### config.mk
export PLATFORM = sky130hd
export DESIGN_NAME = intr_prio_tracker
export DESIGN_NICKNAME = d
export VERILOG_FILES = /design/src/rtl/ipt_pkg.sv /design/src/rtl/ipt_hi_scan.sv /design/src/rtl/ipt_req_bank.sv /design/src/rtl/ipt_svc_stack.sv /design/src/rtl/ipt_prio_calc.sv /design/src/rtl/intr_prio_tracker.sv
export SDC_FILE = /design/constraint.sdc
export NUM_CORES = 2
export LEC_CHECK = 0
export ABC_AREA = 1
export BUFFER_PORTS_ARGS = -buffer_cell sky130_fd_sc_hd__buf_2
export CELL_PAD_IN_SITES_DETAIL_PLACEMENT = 0
export CELL_PAD_IN_SITES_GLOBAL_PLACEMENT = 2
export CORE_ASPECT_RATIO = 0.75
export CORE_MARGIN = 5
export CORE_UTILIZATION = 25
export DETAILED_ROUTE_END_ITERATION = 10
export GPL_TIMING_DRIVEN = 0
export PLACE_DENSITY_LB_ADDON = 0.12
export SYNTH_ARGS = -nofsm -noshare
export SYNTH_HDL_FRONTEND = slang
export SYNTH_SLANG_ARGS = --single-unit
### constraint.sdc
create_clock -name clk -period 12.9 [get_ports clk]
set_input_delay 1.29 -clock clk [delete_from_list [all_inputs] [get_ports clk]]
set_output_delay 1.29 -clock clk [all_outputs]
set_load 0.01 [all_outputs]
### src/rtl/ipt_pkg.sv
package ipt_pkg;
  // Priority class of a vector: its top four bits.
  function automatic logic [3:0] vec_class(input logic [7:0] v);
    return v[7:4];
  endfunction
endpackage

### src/rtl/ipt_hi_scan.sv
// Finds the highest set bit among groups 1..NGROUPS-1; group 0 is never scanned.
module ipt_hi_scan #(
  parameter int GROUP_W = 32,
  parameter int NGROUPS = 8,
  localparam int NVEC   = GROUP_W * NGROUPS,
  localparam int VW     = $clog2(NVEC),
  localparam int GBW    = $clog2(GROUP_W)
) (
  input  logic [NVEC-1:0] bits,
  output logic            found,
  output logic [VW-1:0]   idx
);
  logic [NGROUPS-1:0]     grp_nz;
  logic [NGROUPS*GBW-1:0] msb_flat;
  logic                   low_group_unused;

  assign low_group_unused = ^bits[GROUP_W-1:0];

  function automatic logic [GBW-1:0] top_bit(input logic [GROUP_W-1:0] w);
    logic [GBW-1:0] r;
    r = '0;
    for (int b = 0; b < GROUP_W; b++)
      if (w[b]) r = GBW'(b);
    return r;
  endfunction

  for (genvar g = 0; g < NGROUPS; g++) begin : g_grp
    if (g == 0) begin : g_skip
      assign grp_nz[g]                = 1'b0;
      assign msb_flat[g*GBW +: GBW]   = '0;
    end else begin : g_scan
      assign grp_nz[g]                = |bits[g*GROUP_W +: GROUP_W];
      assign msb_flat[g*GBW +: GBW]   = top_bit(bits[g*GROUP_W +: GROUP_W]);
    end
  end

  always_comb begin
    found = 1'b0;
    idx   = '0;
    for (int g = 1; g < NGROUPS; g++) begin
      if (grp_nz[g]) begin
        found = 1'b1;
        idx   = VW'(g * GROUP_W) + VW'(msb_flat[g*GBW +: GBW]);
      end
    end
  end
endmodule

### src/rtl/ipt_req_bank.sv
// Pending-request bank with clear-then-set update and best-candidate scan.
module ipt_req_bank #(
  parameter int GROUP_W = 32,
  parameter int NGROUPS = 8,
  localparam int NVEC   = GROUP_W * NGROUPS,
  localparam int VW     = $clog2(NVEC)
) (
  input  logic          clk,
  input  logic          rst_n,
  input  logic          set_valid,
  input  logic [VW-1:0] set_vec,
  input  logic          clr_valid,
  input  logic [VW-1:0] clr_vec,
  output logic          cand_found,
  output logic [VW-1:0] cand_vec
);
  logic [NVEC-1:0] irr, irr_next, clr_mask, set_mask;

  assign clr_mask = clr_valid ? (NVEC'(1) << clr_vec) : '0;
  assign set_mask = set_valid ? (NVEC'(1) << set_vec) : '0;
  assign irr_next = (irr & ~clr_mask) | set_mask;

  always_ff @(posedge clk) begin
    if (!rst_n) irr <= '0;
    else        irr <= irr_next;
  end

  ipt_hi_scan #(.GROUP_W(GROUP_W), .NGROUPS(NGROUPS)) u_scan (
    .bits (irr),
    .found(cand_found),
    .idx  (cand_vec)
  );

  // a request always lands, even against a same-cycle clear.
  a_r1_set_lands: assert property (@(posedge clk) disable iff (!rst_n)
    set_valid |=> irr[$past(set_vec)]);
endmodule

### src/rtl/ipt_svc_stack.sv
// In-service bank plus nesting stack; EOI pops first, then an accept pushes.
module ipt_svc_stack #(
  parameter int GROUP_W = 32,
  parameter int NGROUPS = 8,
  parameter int DEPTH   = 16,
  localparam int NVEC   = GROUP_W * NGROUPS,
  localparam int VW     = $clog2(NVEC),
  localparam int SPW    = $clog2(DEPTH + 1)
) (
  input  logic          clk,
  input  logic          rst_n,
  input  logic          push,
  input  logic [VW-1:0] push_vec,
  input  logic          pop_req,
  output logic          push_ok,
  output logic [VW-1:0] top_vec,
  output logic          ovf_err
);
  logic [NVEC-1:0] isr, isr_next, isr_clr, isr_set;
  logic [VW-1:0]   stk [0:DEPTH];
  logic [SPW-1:0]  sp, sp_mid;
  logic            isr_found, pop_do, full_mid;
  logic [VW-1:0]   isr_hi;

  ipt_hi_scan #(.GROUP_W(GROUP_W), .NGROUPS(NGROUPS)) u_scan (
    .bits (isr),
    .found(isr_found),
    .idx  (isr_hi)
  );

  assign pop_do   = pop_req && isr_found;
  assign sp_mid   = pop_do ? sp - SPW'(1) : sp;
  assign full_mid = (sp_mid == SPW'(DEPTH));
  assign push_ok  = push && !full_mid;
  assign isr_clr  = pop_do  ? (NVEC'(1) << isr_hi)   : '0;
  assign isr_set  = push_ok ? (NVEC'(1) << push_vec) : '0;
  assign isr_next = (isr & ~isr_clr) | isr_set;
  assign top_vec  = stk[sp];

  always_ff @(posedge clk) begin
    if (!rst_n) begin
      isr     <= '0;
      sp      <= '0;
      ovf_err <= 1'b0;
      for (int i = 0; i <= DEPTH; i++) stk[i] <= '0;
    end else begin
      isr <= isr_next;
      sp  <= push_ok ? sp_mid + SPW'(1) : sp_mid;
      if (push_ok) stk[sp_mid + SPW'(1)] <= push_vec;
      if (push && full_mid) ovf_err <= 1'b1;
    end
  end

  // one in-service bit per stacked vector.
  a_r3_isr_count: assert property (@(posedge clk) disable iff (!rst_n)
    $countones(isr) == 32'(sp));

  // a push into free room grows the stack and marks the vector.
  a_r3_push_grows: assert property (@(posedge clk) disable iff (!rst_n)
    (push && !pop_req && sp < SPW'(DEPTH)) |=> (sp == $past(sp) + SPW'(1)) && isr[$past(push_vec)]);

  // EOI with nothing in service leaves the stack alone.
  a_r5_eoi_empty: assert property (@(posedge clk) disable iff (!rst_n)
    (pop_req && !push && sp == '0) |=> sp == '0);

  // overflow flag is sticky.
  a_r8_sticky: assert property (@(posedge clk) disable iff (!rst_n)
    ovf_err |=> ovf_err);

  // classes rise strictly from the zero bottom to the top.
  for (genvar i = 1; i <= DEPTH; i++) begin : g_order
    a_r7_class_rises: assert property (@(posedge clk) disable iff (!rst_n)
      (sp >= SPW'(i)) |-> (stk[i][VW-1:VW-4] > stk[i-1][VW-1:VW-4]));
  end
endmodule

### src/rtl/ipt_prio_calc.sv
// Processor priority and offer gate.
module ipt_prio_calc #(
  parameter int VW = 8
) (
  input  logic          clk,
  input  logic          rst_n,
  input  logic [VW-1:0] tpr,
  input  logic [VW-1:0] top_vec,
  input  logic          cand_found,
  input  logic [VW-1:0] cand_vec,
  input  logic [VW-1:0] group_floor,
  output logic [VW-1:0] ppr,
  output logic          pend_valid,
  output logic [VW-1:0] pend_vector
);
  import ipt_pkg::*;

  logic tpr_wins;

  assign tpr_wins    = vec_class(tpr) >= vec_class(top_vec);
  assign ppr         = tpr_wins ? tpr : {top_vec[VW-1:4], 4'h0};
  assign pend_valid  = cand_found && (vec_class(cand_vec) > vec_class(ppr));
  assign pend_vector = pend_valid ? cand_vec : '0;

  // processor priority never drops below the task priority or the top class.
  a_r4_ppr_floor: assert property (@(posedge clk) disable iff (!rst_n)
    (ppr >= tpr) && (vec_class(ppr) >= vec_class(top_vec)));

  // the offer never comes from the unscanned lowest group.
  a_r2_pend_above_floor: assert property (@(posedge clk) disable iff (!rst_n)
    pend_valid |-> pend_vector >= group_floor);
endmodule

### src/rtl/intr_prio_tracker.sv
module intr_prio_tracker #(
  parameter int GROUP_W = 32,
  parameter int NGROUPS = 8,
  parameter int DEPTH   = 16,
  parameter int TPR_W   = 32,
  localparam int NVEC   = GROUP_W * NGROUPS,
  localparam int VW     = $clog2(NVEC)
) (
  input  logic             clk,
  input  logic             rst_n,
  input  logic             req_valid,
  input  logic [VW-1:0]    req_vector,
  output logic             pend_valid,
  output logic [VW-1:0]    pend_vector,
  input  logic             pend_ready,
  input  logic             eoi,
  input  logic             tpr_we,
  input  logic [TPR_W-1:0] tpr_wdata,
  output logic [VW-1:0]    ppr,
  output logic             ovf_err
);
  logic [VW-1:0] tpr, top_vec, cand_vec;
  logic          cand_found, accept, push_ok, tpr_unused;

  assign tpr_unused = ^tpr_wdata[TPR_W-1:VW];
  assign accept     = pend_valid && pend_ready;

  always_ff @(posedge clk) begin
    if (!rst_n)      tpr <= '0;
    else if (tpr_we) tpr <= tpr_wdata[VW-1:0];
  end

  ipt_req_bank #(.GROUP_W(GROUP_W), .NGROUPS(NGROUPS)) u_req (
    .clk       (clk),
    .rst_n     (rst_n),
    .set_valid (req_valid),
    .set_vec   (req_vector),
    .clr_valid (push_ok),
    .clr_vec   (pend_vector),
    .cand_found(cand_found),
    .cand_vec  (cand_vec)
  );

  ipt_svc_stack #(.GROUP_W(GROUP_W), .NGROUPS(NGROUPS), .DEPTH(DEPTH)) u_svc (
    .clk     (clk),
    .rst_n   (rst_n),
    .push    (accept),
    .push_vec(pend_vector),
    .pop_req (eoi),
    .push_ok (push_ok),
    .top_vec (top_vec),
    .ovf_err (ovf_err)
  );

  ipt_prio_calc #(.VW(VW)) u_prio (
    .clk        (clk),
    .rst_n      (rst_n),
    .tpr        (tpr),
    .top_vec    (top_vec),
    .cand_found (cand_found),
    .cand_vec   (cand_vec),
    .group_floor(VW'(GROUP_W)),
    .ppr        (ppr),
    .pend_valid (pend_valid),
    .pend_vector(pend_vector)
  );
endmodule

# Yosys cells after proc, flatten, opt, wreduce, memory -nomap -nowiden
# Memory sizes are Yosys's and may differ from the RTL's. A register that Yosys moved wholly into a read port is not among the register bits.
# Index checks and enable logic that the tools add are counted.
dict set report op_classes {
  addsub 16
  magnitude_cmp 2
  n_eq_ne 1
  n_shift 3
  n_mux 477
  n_bitwise 6
  n_reduce_logical 21
}
# cell n
set op_table {}
lappend op_table {{two-way mux 5 bit} 424}
lappend op_table {{two-way mux 256 bit} 3}
lappend op_table {{left shift 1 x 8 -> 256 bit, first input constant} 3}
lappend op_table {{bitwise AND 256 bit} 2}
lappend op_table {{NOT 256 bit} 2}
lappend op_table {{OR 256 bit} 2}
lappend op_table {{OR reduction 32 bit} 14}
lappend op_table {{two-way mux 8 bit} 15}
lappend op_table {{two-way mux 1 bit} 33}
lappend op_table {{adder 7 x 5 -> 8 bit, first input constant} 4}
lappend op_table {{adder 8 x 5 -> 8 bit, first input constant} 4}
lappend op_table {{adder 7 x 6 -> 8 bit, first input constant} 2}
lappend op_table {{adder 6 x 5 -> 7 bit, first input constant} 2}
lappend op_table {{adder 6 x 6 -> 7 bit, first input constant} 2}
lappend op_table {{two-way mux 7 bit} 2}
lappend op_table {{OR reduction 8 bit} 1}
lappend op_table {{adder 5 x 1 -> 5 bit, second input constant} 1}
lappend op_table {{== test 5 bit, second input constant} 1}
lappend op_table {{logical AND 1 bit} 5}
lappend op_table {{subtractor 5 x 1 -> 5 bit, second input constant} 1}
lappend op_table {{>= comparator 4 bit} 1}
lappend op_table {{greater-than comparator 4 bit} 1}
lappend op_table {{zero test 1 bit} 1}
dict set report totals {
  regBits 526
  ramBits 136
  mem_count 1
}
# memory words width read_ports rd_clocked_by_memory_dff write_ports line_no
set mem_list {}
lappend mem_list {u_svc.stk 17 8 1 1 17 ipt_svc_stack.sv:20} ;# logic [VW-1:0] stk [0:DEPTH];

# Depth between registers and ports, before layout
dict set report depth {
  ltp_word 48
  depth_mapped 44
  ltp_nobuf 44
}

# Cells and area by module
# A second synthesis with hierarchy kept.
dict set report hier_totals {
  cells_unflattened 6213
  hier_area_um2 42837.3
}
# module n_inst cells_per_inst area_per_inst_um2 seq_area_each_um2
set by_module_without_submodules {}
lappend by_module_without_submodules {ipt_svc_stack 1 2846 24144.4 12932.4}
lappend by_module_without_submodules {ipt_req_bank 1 1744 11780.0 5124.9}
lappend by_module_without_submodules {ipt_hi_scan 2 741 3017.9 0.0}
lappend by_module_without_submodules {ipt_prio_calc 1 86 505.5 0.0}
lappend by_module_without_submodules {intr_prio_tracker 1 55 371.6 160.2}

# Worst setup path after synthesis
# OpenSTA, ideal clock, no wires.
dict set report synth_timing {
  path_type {register to output}
  startpoint {reg u_svc.sp[0] (netlist name)}
  endpoint {out pend_vector[5]}
  arrival_time_ns 4.355
  path_slack_ns 7.255
  stages_incl_launch_ff 21
  n_path_buf 5
  cell_sequence {dfxtp_1 clkbuf_1 clkbuf_1 clkbuf_1 nor2_1 o22ai_1 nand2_1 nand4_1 o21ai_0 ha_1 nand2_1 o211ai_1 clkbuf_1 o21ai_0 ha_1 o21ai_0 a21oi_1 a41oi_1 nand2_2 nor2_1 clkbuf_1}
}
# element line_no
set synth_lines {}
lappend synth_lines {{to (decl)} intr_prio_tracker.sv:14} ;# output logic [VW-1:0] pend_vector,

# Worst setup path in the final report
dict set report layout_timing {
  startpoint {reg u_req.irr[56]}
  endpoint {out pend_vector[6]}
}
dict set report layout_between {
  elab_chain_len 19
  word_cells_on_any_way 27
  classes_between {1 x add/sub; 1 x order compare; 23 x mux; 2 x reduce/logical}
}
# element line_no
set layout_lines {}
lappend layout_lines {{from (decl)} ipt_req_bank.sv:17} ;# logic [NVEC-1:0] irr, irr_next, clr_mask, set_mask;
lappend layout_lines {{from (signal assigned)} ipt_req_bank.sv:25} ;# else irr <= irr_next;
lappend layout_lines {{two-way mux 5 bit (8 in a row)} ipt_hi_scan.sv:23} ;# if (w[b]) r = GBW'(b);
lappend layout_lines {{adder 6 x 5 -> 7 bit} ipt_hi_scan.sv:43} ;# idx = VW'(g * GROUP_W) + VW'(msb_flat[g*GBW +: GBW]);
lappend layout_lines {{two-way mux 7 bit} ipt_hi_scan.sv:41} ;# if (grp_nz[g]) begin
lappend layout_lines {{two-way mux 8 bit (6 in a row)} ipt_hi_scan.sv:41}
lappend layout_lines {{greater-than comparator 4 bit} ipt_prio_calc.sv:22} ;# assign pend_valid = cand_found && (vec_class(cand_vec) > vec_class(ppr));
lappend layout_lines {{logical AND 1 bit} ipt_prio_calc.sv:22}
lappend layout_lines {{two-way mux 8 bit (*)} ipt_prio_calc.sv:23} ;# assign pend_vector = pend_valid ? cand_vec : '0;
# Mark *: on every way between the ends. The rest lies on a longest branch, timed or not.

==> results.json <==
{
  "fin_nets": 4942,
  "via_per_inst": 5.18,
  "critPathLaunchType": "flop",
  "drc": 0,
  "dieArea_um2": 134000,
  "yosysSeqAreaShare": 0.412,
  "path_class": "flop to primary output",
  "max_freq_ghz": 0.0997,
  "gp_congestion": 0.981,
  "worst_pin_slew_ns": 1.60,
  "period_minus_slack_ns": 10.03,
  "crit_path_end_kind": "primary output",
  "yosysMostFrequentCell": "nand2_1",
  "path_depth": 22,
  "synthTopCellsByCount": "nand2_1 (1411), nor2_1 (648), a21oi_1 (494), dfxtp_1 (462), inv_1 (421)",
  "period_share": 0.777,
  "drive_above_1_share": 0.0626,
  "root_buffer": "clkbuf_16",
  "hold_buffers": 0,
  "wl_per_cell_um": 28.9,
  "cts_tree": "done",
  "grtUsageMet3": 0.0610,
  "ys.warnings.count": 0,
  "ant_nets": 0,
  "io_buffers": 36,
  "syn-cell-area_um2": 31800,
  "drtPass1Iterations": 8,
  "htree_levels": 3,
  "ys_ff_latch": 590,
  "syn-num-nets": 4819,
  "synth_edf_count": 128,
  "antenna_found_initial": 18,
  "drv_slew": 27,
  "placed_area_um2": 34300,
  "setup_viol": 0,
  "die_w_um": 422,
  "crit_chain": "nor2_1 > nand2_1 > nor2_1 > nand2_1 > or3_1 > nor4_2 > buf_4 > nor2_1 > nor2_1 > o21ai_0 > a21oi_1 > clkinv_1 > ha_1 > nand2_1 > o21ai_0 > a21oi_1 > a41oi_1 > nand2_2 > nor2_1 > clkbuf_1 > clkbuf_2 > buf_2",
  "post_cts_buffers": 0,
  "cp_common_cell": "nor2_1",
  "post-place-ws_ns": 3.74,
  "critPathMaxStageDelay_ns": 0.88,
  "cp.arrival_ns": 8.74,
  "crit_path_max_fanout": 25,
  "cts_sinks": 590,
  "ys_types": 60,
  "avgSynthCellArea_um2": 6.68,
  "cts_buffers": 73,
  "hold_ws_ns": 0.461,
  "status": "finished with violations",
  "syn_inst": 4759,
  "area_growth_syn_to_layout_pct": 15.4,
  "synth_area_leaders": "dfxtp_1 (29%), nand2_1 (17%), edfxtp_1 (12%), a21oi_1 (7.8%), nor2_1 (7.7%)",
  "worst-path-buf-inv": 5,
  "finalWorstSetupSlack_ns": 2.87,
  "vias": 34200,
  "grt_usage": 0.273,
  "finalHoldViolCount": 0,
  "final_area_um2": 36700,
  "grtUsageMet1": 0.422,
  "synth_top_area_frac": 0.291,
  "io_pins": 64,
  "critPathTopFamily": "buffers and inverters",
  "vdd_drop_max_mv": 0.0989,
  "path_clk_slew_ns": 0.06,
  "relSlewSlack": -0.0692,
  "rows": 113,
  "rsz0062_at_grt": "no",
  "clk_latency_ns": 0.71,
  "violations": "max-capacitance violations, max-slew violations",
  "cp_slowest_cell": "clkinv_1",
  "grt_overflow": 0,
  "leakagePower_nw": 13.2,
  "grt_pass1_wl_mm": 258,
  "yosysTopAreaCell": "dfxtp_1",
  "grt_busiest_layer": "met1",
  "required_ns": 11.61,
  "drt_iter0_drc": 3671,
  "final_util": 0.290,
  "worstRegToRegCells": 26,
  "hp-class": "flop to flop",
  "post_cts_resized": 0,
  "coreArea_um2": 127000,
  "tns_ns": 0,
  "ys.flop_type": "dfxtp_1",
  "dp_hpwl_mm": 154,
  "hold_depth": 2,
  "fin_skew_ns": 0.0340,
  "p_per_area_nw_per_um2": 140,
  "maxCapViolCount": 6,
  "synthArstFlopShare": 0,
  "clockBufferDepth": 3,
  "first_global_vias": 31900,
  "totalWireLength_mm": 191,
  "use_met2": 0.386,
  "grt_max_degree": 26,
  "start_util": 0.251,
  "fp.dieH_um": 319
}
==> worst paths after layout <==
path	from	endpoint	slack [ns]
max reg2reg	u_req.irr[56]	u_req.irr[219]	3.48
min reg2reg	u_svc.isr[92]	u_svc.isr[92]	0.46
max	u_req.irr[56]	pend_vector[6]	2.87
min	u_svc.isr[92]	u_svc.isr[92]	0.46
==> flip-flops by register name, summed over array words and instances (netlist names) <==
name / flops
u_svc.isr: 224
u_svc.stk: 128
tpr: 8
u_svc.ovf_err: 1
u_req.irr: 224
u_svc.sp: 5
==> cell usage in the layout, fill, tap and decap left out, drive strengths merged, types with 5 or more instances in the layout <==
cell type / n
nand2: 1416
nor2: 677
a21oi: 496
dfxtp: 462
inv: 443
nand4: 314
clkbuf: 293
nand3: 178
o21ai: 143
edfxtp: 128
buf: 110
nor3: 81
clkinv: 29
o22ai: 23
nor4: 23
a31oi: 22
o21bai: 16
ha: 14
o211ai: 10
o221ai: 10
diode: 7
bufinv: 5
or2: 5
xor2: 5
==> worst register-to-register path, stage by stage, from the launching register on <==
cell      delay [ns]
dfxtp_1         0.33
nor2_1          0.18
nand2_1         0.17
nor2_1          0.39
nand2_1         0.43
or3_1           0.45
nor4_2          0.14
buf_4           0.24
nor2_1          0.09
nor2_1          0.20
o21ai_0         0.14
a21oi_1         0.80
clkinv_1        0.89
ha_1            0.58
nand2_1         0.05
o21ai_0         0.13
a21oi_1         0.08
a41oi_1         0.36
nand2_2         0.28
inv_1           0.37
nand3_1         0.42
inv_2           0.33
nand4_2         0.42
nor3_2          1.10
nand4_1         0.43
nand2_1         0.18
a21oi_1         0.07
==> logic make-up (layout without fill, tap and decap cells) <==
| logic type | count (synthesis) | in the layout | synth area share |
|---|---|---|---|
| simple gates | 2699 | 2699 | 0.370 |
| flops | 590 | 590 | 0.412 |
| fa+ha+maj | 14 | 14 | 0.00551 |
| xor+xnor | 6 | 6 | 0.00189 |
| buf+inv | 704 | 882 | 0.0847 |
| compound gates | 746 | 746 | 0.126 |
| other cells | 0 | 7 | 0 |
==> per-stage QoR <==
step | total power, W | instances
CTS | 0.00514 | 6604
detailed placement | 0.00297 | 6474
finish | 0.00513 | 6611
global route | 0.00528 | 6604
floorplan | 0.00247 | 4759
global placement | 0.00297 | 6462
==> cell type report <==
class                           count  area, um^2
Clock buffer                       96        2010
Fill cell                       14300       89800
Inverter                          444        1670
Antenna cell                        7        17.5
Buffer                            260        1030
Timing Repair Buffer               48         348
Tap cell                         1667        2090
Clock inverter                     34         378
Sequential cell                   590       13100
Multi-Input combinational cell   3465       16100
==> report_power, final <==
group          total, W  internal [W]  leakage (nW)  switching [W]
registers       0.00192       0.00191          4.99     0.00000925
clock network   0.00217       0.00121          1.17       0.000960
logic           0.00104      0.000194          7.06       0.000846
==> metal layers <==
metal | share of wire | up-vias
met4 | 0.019 | 2
met5 | 0.000068 | -
met1 | 0.50 | 16700
met2 | 0.40 | 1307
met3 | 0.084 | 188
li1 | - | 16000
Note: power is estimated with default switching activity, not from simulation.
